File: config.mk
export PLATFORM = sky130hd
export DESIGN_NAME = ext_irq_ctrl
export DESIGN_NICKNAME = d
export VERILOG_FILES = /design/src/rtl/ext_irq_pkg.sv /design/src/rtl/irq_pin_filter.sv /design/src/rtl/irq_prio_arb.sv /design/src/rtl/ext_irq_ctrl.sv
export SDC_FILE = /design/constraint.sdc
export NUM_CORES = 1
export LEC_CHECK = 0
export BUFFER_PORTS_ARGS = -buffer_cell sky130_fd_sc_hd__buf_2
export CAP_MARGIN = 30
export CORE_ASPECT_RATIO = 0.8
export CORE_MARGIN = 2
export CORE_UTILIZATION = 30
export DETAILED_ROUTE_END_ITERATION = 6
export SLEW_MARGIN = 15
export SYNTH_ARGS = -nofsm -noshare
export SYNTH_HDL_FRONTEND = slang
export SYNTH_SLANG_ARGS = --single-unit
File: constraint.sdc
create_clock -name clk -period 6.1 [get_ports clk]
set_input_delay 0.915 -clock clk [delete_from_list [all_inputs] [get_ports clk]]
set_output_delay 0.915 -clock clk [all_outputs]
set_load 0.02 [all_outputs]
File: src/rtl/ext_irq_pkg.sv
package ext_irq_pkg;
  typedef enum logic {
    POL_FALL = 1'b0,
    POL_RISE = 1'b1
  } edge_pol_e;
endpackage

File: src/rtl/irq_pin_filter.sv
module irq_pin_filter
  import ext_irq_pkg::*;
#(
  parameter int SYNC_STAGES = 2
) (
  input  logic clk,
  input  logic rst,
  input  logic pin_i,
  input  logic pol_i,
  input  logic clr_i,
  output logic pend_o,
  output logic edge_o
);
  logic [SYNC_STAGES-1:0] sync_q;
  logic samp;
  logic hist_q, filt_q, filt_d_q, pend_q;

  always_ff @(posedge clk) begin
    if (rst) sync_q <= '0;
    else     sync_q <= {sync_q[SYNC_STAGES-2:0], pin_i};
  end

  assign samp = sync_q[SYNC_STAGES-1];

  // value is adopted only when two consecutive samples agree
  always_ff @(posedge clk) begin
    if (rst) begin
      hist_q   <= 1'b0;
      filt_q   <= 1'b0;
      filt_d_q <= 1'b0;
    end else begin
      hist_q   <= samp;
      filt_d_q <= filt_q;
      if (samp == hist_q) filt_q <= samp;
    end
  end

  assign edge_o = (edge_pol_e'(pol_i) == POL_RISE) ? (filt_q & ~filt_d_q)
                                                   : (~filt_q & filt_d_q);

  always_ff @(posedge clk) begin
    if (rst)         pend_q <= 1'b0;
    else if (edge_o) pend_q <= 1'b1;
    else if (clr_i)  pend_q <= 1'b0;
  end

  assign pend_o = pend_q;

  // a filtered change is backed by two equal samples
  a_r2_two_samples: assert property (@(posedge clk) disable iff (rst)
    !$stable(filt_q) |-> ($past(samp, 1) == filt_q) && ($past(samp, 2) == filt_q));
  // an edge always leaves the pin pending
  a_r6_edge_wins: assert property (@(posedge clk) disable iff (rst)
    edge_o |=> pend_o);
  // pending holds without a clear
  a_r4_hold: assert property (@(posedge clk) disable iff (rst)
    (pend_o && !clr_i) |=> pend_o);
  // a clear without an edge empties the latch
  a_r5_clear: assert property (@(posedge clk) disable iff (rst)
    (clr_i && !edge_o) |=> !pend_o);
endmodule

File: src/rtl/irq_prio_arb.sv
module irq_prio_arb #(
  parameter int NUM_PINS = 6,
  parameter int PRIO_W   = 3,
  localparam int IDX_W   = $clog2(NUM_PINS + 1)
) (
  input  logic [NUM_PINS-1:0]        pend_i,
  input  logic [NUM_PINS*PRIO_W-1:0] prio_i,
  input  logic [PRIO_W-1:0]          ack_level_i,
  output logic [PRIO_W-1:0]          max_level_o,
  output logic                       hit_o,
  output logic [IDX_W-1:0]           hit_idx_o
);
  always_comb begin
    max_level_o = '0;
    hit_o       = 1'b0;
    hit_idx_o   = '0;
    for (int i = 0; i < NUM_PINS; i++) begin
      if (pend_i[i] && (prio_i[i*PRIO_W +: PRIO_W] != '0)) begin
        if (prio_i[i*PRIO_W +: PRIO_W] > max_level_o)
          max_level_o = prio_i[i*PRIO_W +: PRIO_W];
        // ascending scan: the later, higher-numbered pin wins ties
        if (prio_i[i*PRIO_W +: PRIO_W] == ack_level_i) begin
          hit_o     = 1'b1;
          hit_idx_o = IDX_W'(i + 1);
        end
      end
    end
  end

  // a disabled level never produces a match
  always_comb begin
    if (hit_o) a_r7_no_zero_hit: assert (ack_level_i != '0);
  end
endmodule

File: src/rtl/ext_irq_ctrl.sv
module ext_irq_ctrl #(
  parameter int NUM_PINS    = 6,
  parameter int PRIO_W      = 3,
  parameter int VEC_W       = 8,
  parameter int SYNC_STAGES = 2
) (
  input  logic                       clk,
  input  logic                       rst,
  input  logic [NUM_PINS-1:0]        irq_pin_i,
  input  logic [NUM_PINS-1:0]        cfg_pol_i,
  input  logic [NUM_PINS*PRIO_W-1:0] cfg_prio_i,
  input  logic [VEC_W-1:0]           cfg_vbase_i,
  input  logic                       clr_we_i,
  input  logic [NUM_PINS-1:0]        clr_mask_i,
  input  logic                       iack_i,
  input  logic [PRIO_W-1:0]          iack_level_i,
  output logic [NUM_PINS-1:0]        pend_o,
  output logic [PRIO_W-1:0]          irq_level_o,
  output logic [VEC_W-1:0]           iack_vec_o,
  output logic                       iack_valid_o
);
  localparam int IDX_W = $clog2(NUM_PINS + 1);

  logic [NUM_PINS-1:0] pend_w, edge_w;
  logic [PRIO_W-1:0]   max_level;
  logic                hit;
  logic [IDX_W-1:0]    hit_idx;
  logic [PRIO_W-1:0]   lvl_q;
  logic [VEC_W-1:0]    vec_q;
  logic                valid_q;

  for (genvar k = 0; k < NUM_PINS; k++) begin : g_pin
    irq_pin_filter #(.SYNC_STAGES(SYNC_STAGES)) u_filt (
      .clk    (clk),
      .rst    (rst),
      .pin_i  (irq_pin_i[k]),
      .pol_i  (cfg_pol_i[k]),
      .clr_i  (clr_we_i & clr_mask_i[k]),
      .pend_o (pend_w[k]),
      .edge_o (edge_w[k])
    );
  end

  irq_prio_arb #(.NUM_PINS(NUM_PINS), .PRIO_W(PRIO_W)) u_arb (
    .pend_i      (pend_w),
    .prio_i      (cfg_prio_i),
    .ack_level_i (iack_level_i),
    .max_level_o (max_level),
    .hit_o       (hit),
    .hit_idx_o   (hit_idx)
  );

  always_ff @(posedge clk) begin
    if (rst) begin
      lvl_q   <= '0;
      vec_q   <= '0;
      valid_q <= 1'b0;
    end else begin
      lvl_q   <= max_level;
      valid_q <= iack_i;
      if (iack_i) vec_q <= cfg_vbase_i + (hit ? VEC_W'(hit_idx) : '0);
    end
  end

  assign pend_o       = pend_w;
  assign irq_level_o  = lvl_q;
  assign iack_vec_o   = vec_q;
  assign iack_valid_o = valid_q;

  // no pending pin means level 0 on the next clock
  a_r8_idle_level: assert property (@(posedge clk) disable iff (rst)
    (pend_o == '0) |=> (irq_level_o == '0));
  // each acknowledge is answered in the next cycle
  a_r9_ack_answer: assert property (@(posedge clk) disable iff (rst)
    iack_i |=> iack_valid_o);
  a_r9_no_stray_valid: assert property (@(posedge clk) disable iff (rst)
    !iack_i |=> !iack_valid_o);
  // released from reset with all outputs idle
  a_r1_reset_idle: assert property (@(posedge clk)
    $past(rst) |-> (pend_o == '0) && (irq_level_o == '0) && !iack_valid_o);
endmodule

==> results of run 1 <==
-- critical path: cells and delay by family --
| family | cells | cell delay [ns] |
|---|---|---|
| compound gates | 9 | 1.71 |
| simple gates | 12 | 1.50 |
| fa+ha+maj | 5 | 1.15 |
| mux | 2 | 0.46 |
| buf+inv | 3 | 0.42 |
-- sequential cells by signal, indices dropped and copies added (netlist names) --
register	count
g_pin.u_filt.filt_q	6
g_pin.u_filt.sync_q	12
g_pin.u_filt.pend_o	6
iack_valid_o	1
g_pin.u_filt.filt_d_q	6
g_pin.u_filt.hist_q	6
irq_level_o	3
iack_vec_o	8
-- cell type report --
cell class	count	area [um2]
Inverter	7	26.28
Sequential cell	48	960.9
Timing Repair Buffer	103	618.1
Clock inverter	1	5.005
Multi-Input combinational cell	230	1789
Tap cell	112	140.1
Clock buffer	6	72.57
Fill cell	863	4946
-- stage by stage --
stage	TNS (ns)	utilization, %	cells	area (um2)	total power, mW
after floorplan	0	-	301	2681	0.3796
after CTS	0	39.09	498	3346	0.5982
final	0	42.21	507	3612	0.5993
after global placement	-0.5520	38.10	491	3261	0.4192
after global routing	-0.5485	42.21	507	3612	0.6336
after detailed placement	-0.8052	38.10	491	3261	0.4215
-- cells in the mapped netlist (6+ instances only) --
cell type	count
a21oi_1	27
buf_4	7
clkbuf_1	6
dfxtp_1	48
ha_1	18
inv_1	7
nand2_1	26
nand3_1	7
nand3b_1	11
nor2_1	12
nor2b_1	27
o21ai_0	10
xnor2_1	11
xor2_1	11
-- layer usage --
layer  up-vias  wire length, um  GRT usage, %
li1       1254                -             -
met1      1164             3364         18.83
met2        49             3065         21.32
met3         6              357         4.197
met4         0               60         3.682
met5         -                0             0
-- worst max-delay path by stage --
stage,cells after the start,end,start
5_1_grt,31,irq_level_o[1],cfg_prio_i[0]
2_1_floorplan,29,irq_level_o[1],cfg_prio_i[0]
3_3_place_gp,29,irq_level_o[1],cfg_prio_i[0]
3_5_place_dp,28,irq_level_o[1],cfg_prio_i[0]
4_1_cts,28,irq_level_o[1],cfg_prio_i[0]
6_report,31,irq_level_o[1],cfg_prio_i[0]
-- repair_timing --
item | 4_1_cts | 5_1_grt
buffers inserted | 0 | 9
hold buffers | 0 | 0
gates resized for setup | 1 | 38
pin swaps | 0 | 21
endpoints found under the setup margin | 1 | 3
-- cell families after synthesis --
logic type | count (synthesis) | synth area share, %
buffers and inverters | 23 | 4.580
xor gates and xnor gates | 22 | 7.196
muxes | 6 | 2.336
DFF | 48 | 35.89
AOI/OAI and AO/OA | 78 | 19.35
adders and majority gates | 19 | 9.159
and+or+nand+nor | 105 | 21.50
-- power groups by stage --
stage | registers, mW | clock network, mW | logic, mW
3_3_place_gp | 0.333 | 0 | 0.0861
5_1_grt | 0.327 | 0.197 | 0.109
4_1_cts | 0.326 | 0.183 | 0.0889
2_1_floorplan | 0.337 | 0 | 0.0422
6_report | 0.326 | 0.175 | 0.0986
3_5_place_dp | 0.333 | 0 | 0.0882
==> impl_results.md, run 1 <==
* Vias at 2473
* R2r worst-path depth at 30
* Layout area overhead at 34.91%
* Slew headroom at 45.08%
* Placement Setup Slack at -0.2891 ns
* Power Internal at 445.3 uW
* Worst-skew pair later-pin latency at 0.29 ns
* Reg-to-Reg End: irq_level_o[1]
* Dpl hpwl at 5.140 mm
* Mapped Cells at 301
* Min-delay worst type: reg -> reg
* Die area at 9702 um2
* CTS tree: yes
* Clock-pin slew on the worst setup and hold paths at 0.08 ns
* Max cap viols at 0
* H-tree depth at 2
* CTS Buffer Depth at 2
* DRT Wirelength at 6.848 mm
* Post-Synthesis Net Count at 371
* Commonest non-fill, non-tap cells in the layout: 65 x buf_2, 48 x dfxtp_1, 36 x buf_4, 27 x nor2b_1, 22 x a21oi_1
* Synth top area share at 35.89%
* Leakage at 1.510 nW
* Via-to-Cell Ratio at 4.878
* DIE WIDTH at 109.6 um
* Placer Congestion at 0.8512
* Congestion Overflow GR at 0
* Total track usage at 13.82%
* Maximum vdd drop at 0.0001069 V
* Worst R2R Setup Slack at 0.42 ns
* Crit path max fanout at 6
* Post-DRT Antenna Nets at 0
* Number of enable flip-flop cells after synthesis at 0
* Setup ws final at 0.1240 ns
* Final hold vios at 0
* Final setup fails at 0
* Clock power frac at 29.2%
* Critical R2R Launch: g_pin[0].u_filt.pend_o
* Initial drt markers at 85
* Port Buffers at 68
* Worst Hold Depth at 1
* Die height at 88.50 um
* Sw power at 153.9 uW
* Max stage delay on crit path at 0.32 ns
* I/O Pins at 69
* Root Driver: clkbuf_8
* Vias in the first global route at 2198
* Layout cells sized above 1 at 36.20%
* Row count at 30
* Largest cells by area after synthesis: dfxtp_1 36%, ha_1 8.4%, nor2b_1 6.3%, a21oi_1 5.0%, nand2_1 3.6%
* Synthesized area at 2678 um2
* Sequential power share at 54.4%
* Worst Skew at 0.007446 ns
* Power Density at 165.9 nW/um2
* Syn avg cell area at 8.896 um2
* Synth area leader: dfxtp_1
* CP Data Required Time at 6.31 ns
* Period utilisation layout at 97.97%
* Commonest non-fill, non-tap cell in the layout: buf_2
* Slowest CP cell: mux2_4
* Crit path time final at 5.976 ns
* Synth Flop Type: dfxtp_1
* Hold WS at 0.4423 ns
* Antenna violations before repair at 0
* RSZ-0062 raised after global routing: yes
* Drt pass-1 iters at 4
* Ys async rst share at 0%
* Worst Setup Start Kind: primary input
* CP endpoint kind: flop
* Ys Warns at 0
* Netlist cell types at 52
* Hold EP: g_pin[1].u_filt.sync_q[1]
* Register area share after synthesis at 35.89%
* Status: finished clean
* Final net count at 465
* Data arrival, critical path at 6.18 ns
* ANT cells at 0
* Fmax at 167.3 MHz
* Core Area at 8558 um2
* Post-synthesis register bit count at 48
* WL per Instance at 13.51 um
* HP Start: g_pin[1].u_filt.sync_q[0]
* Number of buffers created by CTS at 5
* Switching share of power at 25.69%
* Actual slew at the worst max-slew pin at 0.8239 ns
* Fin. max-slew vios at 0
* First-pass GRT wire length at 10.38 mm
* Largest net degree at the start of global routing at 49
* CTS sink count at 48
* CP Class: in -> reg
* Initial Util at 31.29%
* Combinational fraction of design power at 16.5%
* Drt drc at 0
Power figures use the tool's default switching activity.
==> run 2, diff against run 1 <==
REMOVE_ABC_BUFFERS = 1   (was default)
==> run 2 against run 1 <==
Against the previous run: critical path type unchanged; register-to-register slack got worse by 0.27 ns; non-clock buffer count increased by 9; sequential share of layout area fell by 0.78 points.
==> impl_results.md, run 2 (synthesis results as in run 1) <==
* Die height at 88.50 um (unchanged)
* Final hold vios at 0 (unchanged)
* Top delay family on crit path: compound AO/OA/AOI/OAI gates
* Leakage at 1.554 nW (+2.9%)
* Initial Util at 31.29% (unchanged)
* Biggest register: g_pin.u_filt.sync_q
* Max stage delay on crit path at 0.32 ns (about the same)
* Initial drt markers at 72 (-15%)
* H-tree depth at 2 (unchanged)
* Core Area at 8558 um2 (unchanged)
* Fin. max-slew vios at 0 (unchanged)
* Via-to-Cell Ratio at 4.834 (-0.90%)
* Worst Skew at 0.007664 ns (+0.0002181 ns)
* Actual slew at the worst max-slew pin at 0.8704 ns (+0.04653 ns)
* ANT cells at 0 (unchanged)
* Layout cells sized above 1 at 39.01% (+2.8 points)
* Max reg flops at 12 (unchanged)
* Power Internal at 460.3 uW (+3.4%)
* Commonest non-fill, non-tap cells in the layout: 66 x buf_2, 48 x dfxtp_1, 41 x buf_4, 27 x nor2b_1, 22 x nand2_1
* Placer Congestion at 0.8300 (-2.5%)
* Die area at 9702 um2 (unchanged)
* CP endpoint kind: flop
* Port Buffers at 68 (unchanged)
* Period utilisation layout at 99.50% (+1.5 points)
* Row count at 30 (unchanged)
* CP Data Required Time at 6.27 ns (-0.04 ns)
* Layout area overhead at 38.97%
* Clock power frac at 31.3% (+2.1 points)
* CTS Buffer Depth at 2 (unchanged)
* I/O Pins at 69 (unchanged)
* RSZ-0062 raised after global routing: yes
* Min-delay worst type: reg -> reg
* Antenna violations before repair at 0 (unchanged)
* Power Density at 166.6 nW/um2 (+0.44%)
* Vias at 2499 (+1.1%)
* Commonest non-fill, non-tap cell in the layout: buf_2
* DRT Wirelength at 6.907 mm (+0.86%)
* Clock-pin slew on the worst setup and hold paths at 0.08 ns (about the same)
* Setup TNS at 0 ns (unchanged)
* Max cap viols at 0 (unchanged)
* Crit path time final at 6.070 ns (+0.09374 ns)
* Sequential power share at 52.5% (-1.9 points)
* Worst-skew pair later-pin latency at 0.30 ns (about the same)
* Slew headroom at 41.97% (-3.1 points)
* First-pass GRT wire length at 10.46 mm (+0.73%)
* CTS sink count at 48 (unchanged)
* Dpl hpwl at 5.129 mm (-0.20%)
* CTS tree: yes
* Drt drc at 0 (unchanged)
* Most used cell, CP: nand3b_1
* Worst Setup Start Kind: primary input
* Buffer and inverter count on the worst path at 4 (+1)
* Root Driver: clkbuf_8
* Combinational fraction of design power at 16.2% (-0.3 points)
* Status: finished clean
* DIE WIDTH at 109.6 um (unchanged)
* Total track usage at 13.52% (-0.31 points)
* Final net count at 474 (+1.9%)
* Congestion Overflow GR at 0 (unchanged)
* Post-DRT Antenna Nets at 0 (unchanged)
* Vias in the first global route at 2274 (+3.5%)
* Sw power at 159.7 uW (+3.8%)
* Data arrival, critical path at 6.24 ns (+0.06 ns)
* Slowest CP cell: mux2_4
* Final setup fails at 0 (unchanged)
* Largest net degree at the start of global routing at 49 (unchanged)
* CP Class: in -> reg
* Crit path max fanout at 6 (unchanged)
* WL per Instance at 13.36 um (-1.1%)
* Maximum vdd drop at 0.00007856 V (-26%)
* Switching share of power at 25.76% (+0.072 points)
* Number of buffers created by CTS at 5 (unchanged)
* Fmax at 164.8 MHz (-1.5%)
* Post-layout util at 43.48% (+1.3 points)
* Drt pass-1 iters at 4 (unchanged)
==> run 2: cell count changes in the layout (fill, tap and decap cells not counted), sizes merged <==
cell and change:
buf +9, clkbuf +1, clkinv -1, clkinvlp +1
==> run 2: cell type report <==
type,instances,area (um2)
tap,112,140.1
fill,880,4837
multi-input combinational,230,1805
clock inverter,1,7.507
clock buffer,7,86.33
timing repair buffer,112,694.4
sequential,48,960.9
inverter,7,26.28
==> run 2: stage by stage <==
step	area, um2	cells	worst slack, ns	hold WS [ns]	power (mW)
6_report	3721	517	0.03022	0.4417	0.6200
5_1_grt	3721	517	-0.2585	0.4615	0.6571
4_1_cts	3400	505	0.02217	0.4457	0.6184
3_5_place_dp	3302	497	-0.3433	0.4246	0.4224
3_3_place_gp	3302	497	-0.2340	0.4207	0.4200
2_1_floorplan	2581	285	-0.1833	0.4138	0.3711
==> run 2: power by group through the flow <==
stage | Clock [mW] | Sequential (mW) | Combinational, mW
6_report | 0.194 | 0.326 | 0.100
5_1_grt | 0.219 | 0.327 | 0.111
4_1_cts | 0.203 | 0.326 | 0.0898
3_5_place_dp | 0 | 0.333 | 0.0893
3_3_place_gp | 0 | 0.333 | 0.0871
2_1_floorplan | 0 | 0.338 | 0.0335
==> run 2: final timing paths <==
path,cells after the start,slack (ns),startpoint,to
worst min register to register,1,0.44,g_pin[3].u_filt.sync_q[0],g_pin[3].u_filt.sync_q[1]
worst max-delay path,30,0.03,cfg_prio_i[1],irq_level_o[0]
worst max register to register,29,0.15,g_pin[0].u_filt.pend_o,irq_level_o[0]
worst min-delay path,1,0.44,g_pin[3].u_filt.sync_q[0],g_pin[3].u_filt.sync_q[1]
==> run 2: timing repair <==
item                                   4_1_cts  5_1_grt
endpoints found under the hold margin        0        0
pin swaps                                    0       22
resized for setup                            1       46
setup buffers                                0       12
setup endpoints to repair                    2        3
hold buffers                                 0        0
gates cloned                                 0        0
==> run 2: layer usage <==
layer / up-vias / track usage, % / share of wire (%)
li1: 1274 / - / -
met1: 1150 / 19.45 / 48
met2: 69 / 20.48 / 44
met3: 6 / 3.461 / 6.8
met4: 0 / 2.647 / 0.75
met5: - / 0 / 0
==> run 3, diff against run 2 <==
CORE_UTILIZATION = 35   (was 30)
CTS_CLUSTER_SIZE = 8   (was default)
SETUP_SLACK_MARGIN = 0.4   (was default)
==> run 3 against run 2 <==
Against the previous run: power grew 1.1%; fmax grew 2.0%; flip-flop and latch count is the same; sequential share of layout area shrank 0.66 points; clock-buffer cell count shrank 1; routed wire length shrank 0.20%; largest cell class unchanged; largest power group unchanged.
==> impl_results.md, run 3 (synthesis results as in run 1) <==
* Number of buffers created by CTS at 5 (unchanged)
* Top delay family on crit path: compound AO/OA/AOI/OAI gates
* Row count at 28 (-6.7%)
* Dpl hpwl at 5.058 mm (-1.4%)
* CTS Buffer Depth at 2 (unchanged)
* CP endpoint kind: flop
* ANT cells at 0 (unchanged)
* Antenna violations before repair at 0 (unchanged)
* Max cap viols at 0 (unchanged)
* DRT Wirelength at 6.893 mm (-0.20%)
* Period utilisation layout at 97.54% (-2.0 points)
* Post-DRT Antenna Nets at 0 (unchanged)
* Final net count at 478 (+0.84%)
* Slew headroom at 43.25% (+1.3 points)
* Worst-skew pair later-pin latency at 0.29 ns (about the same)
* Tot Pwr at 626.8 uW (+1.1%)
* Min-delay worst type: reg -> reg
* Max stage delay on crit path at 0.32 ns (about the same)
* CP Class: in -> reg
* I/O Pins at 69 (unchanged)
* H-tree depth at 2 (unchanged)
* CTS sink count at 48 (unchanged)
* Power Density at 164.1 nW/um2 (-1.5%)
* DIE WIDTH at 101.8 um (-7.1%)
* Drt pass-1 iters at 4 (unchanged)
* Via-to-Cell Ratio at 4.842 (+0.17%)
* CTS tree: yes
* Initial Util at 36.22% (+4.9 points)
* Final hold vios at 0 (unchanged)
* Die height at 82.23 um (-7.1%)
* Die area at 8370 um2 (-14%)
* Biggest register: g_pin.u_filt.sync_q
* Placed Instance Area at 3301 um2 (about the same)
* Actual slew at the worst max-slew pin at 0.8512 ns (-0.01921 ns)
* WL per Instance at 13.44 um (+0.58%)
* Max reg flops at 12 (unchanged)
* Port Buffers at 68 (unchanged)
* Status: finished clean
* Commonest non-fill, non-tap cell in the layout: buf_2
* Total track usage at 16.54% (+3.0 points)
* Initial drt markers at 54 (-25%)
* Congestion Overflow GR at 0 (unchanged)
* Fin. max-slew vios at 0 (unchanged)
* Root Driver: clkbuf_8
* Design area at 3819 um2 (+2.6%)
* CP Data Required Time at 6.30 ns (+0.03 ns)
* Data arrival, critical path at 6.15 ns (-0.09 ns)
* Final setup fails at 0 (unchanged)
* Slowest CP cell: mux2_4
* Worst Skew at 0.004549 ns (-0.003115 ns)
* Leakage at 1.589 nW (+2.3%)
* Buffer and inverter count on the worst path at 3 (-1)
* Largest net degree at the start of global routing at 49 (unchanged)
* Layout area overhead at 42.62%
* Clock-pin slew on the worst setup and hold paths at 0.08 ns (about the same)
* Crit path max fanout at 5 (-1)
* Maximum vdd drop at 0.00008277 V (+5.4%)
* Crit path time final at 5.950 ns (-0.1198 ns)
* Vias at 2484 (-0.60%)
* Layout cells sized above 1 at 41.67% (+2.7 points)
* Fmax at 168.1 MHz (+2.0%)
* First-pass GRT wire length at 10.94 mm (+4.6%)
* Worst Setup Start Kind: primary input
* Commonest non-fill, non-tap cells in the layout: 65 x buf_2, 48 x dfxtp_1, 44 x buf_4, 26 x nor2b_1, 20 x nand2_1
* Core Area at 7392 um2 (-14%)
* Vias in the first global route at 2379 (+4.6%)
* Hold WS at 0.4396 ns (-0.002136 ns)
* Placer Congestion at 0.8109 (-2.3%)
* RSZ-0062 raised after global routing: yes
* Hold_buf cts at 0 (unchanged)
* Post-layout util at 51.66% (+8.2 points)
* Drt drc at 0 (unchanged)
==> run 3: per-layer routing <==
layer | global-route usage, % | share of wire (%) | vias up
met2 | 28.16 | 46 | 68
li1 | - | - | 1282
met5 | 0 | 0 | -
met4 | 3.649 | 0.68 | 0
met1 | 21.32 | 47 | 1127
met3 | 4.040 | 6.3 | 7
==> run 3: what timing repair did <==
action / CTS / global route
pin swaps: 22 / 27
endpoints found under the setup margin: 3 / 3
gates cloned: 0 / 0
buffers inserted: 11 / 4
gates resized for setup: 36 / 22
==> run 3: final cells by class <==
cell class | instances | area [um2]
inverter | 7 | 26.28
multi-input combinational | 230 | 1874
timing repair buffer | 116 | 734.5
clock buffer | 6 | 82.58
clock inverter | 1 | 8.758
tap | 105 | 131.4
fill | 714 | 3573
sequential | 48 | 960.9
==> run 3: stage by stage <==
step	setup WS, ns	TNS [ns]	instances
2_1_floorplan	-0.1833	-0.4602	285
3_5_place_dp	-0.5199	-1.478	491
6_report	0.1500	0	513
5_1_grt	-0.05888	-0.1213	513
3_3_place_gp	-0.2715	-0.7762	491
4_1_cts	0.1586	0	509
==> run 3: path summary, 6_finish.rpt <==
check / from / to / slack (ns) / cells after the start
setup reg to reg: g_pin[0].u_filt.pend_o / irq_level_o[1] / 0.28 / 29
hold reg to reg: g_pin[5].u_filt.sync_q[0] / g_pin[5].u_filt.sync_q[1] / 0.44 / 1
hold / removal: g_pin[5].u_filt.sync_q[0] / g_pin[5].u_filt.sync_q[1] / 0.44 / 1
setup / recovery: cfg_prio_i[0] / irq_level_o[1] / 0.15 / 30
==> run 3: worst reg2reg max path: cells and delay by family, from the launching register on <==
kind	cells	cell delay (ns)
compound gates	11	2.08
simple gates	9	1.14
fa+ha+maj	5	1.11
mux	2	0.55
flops	1	0.54
buf+inv	2	0.30
==> run 3: where the power goes <==
part | internal, mW | switching, mW | total, mW | leakage [nW]
sequential | 0.322 | 0.00326 | 0.325 | 0.392
combinational | 0.0513 | 0.0562 | 0.107 | 1.15
clock | 0.0905 | 0.103 | 0.194 | 0.0473
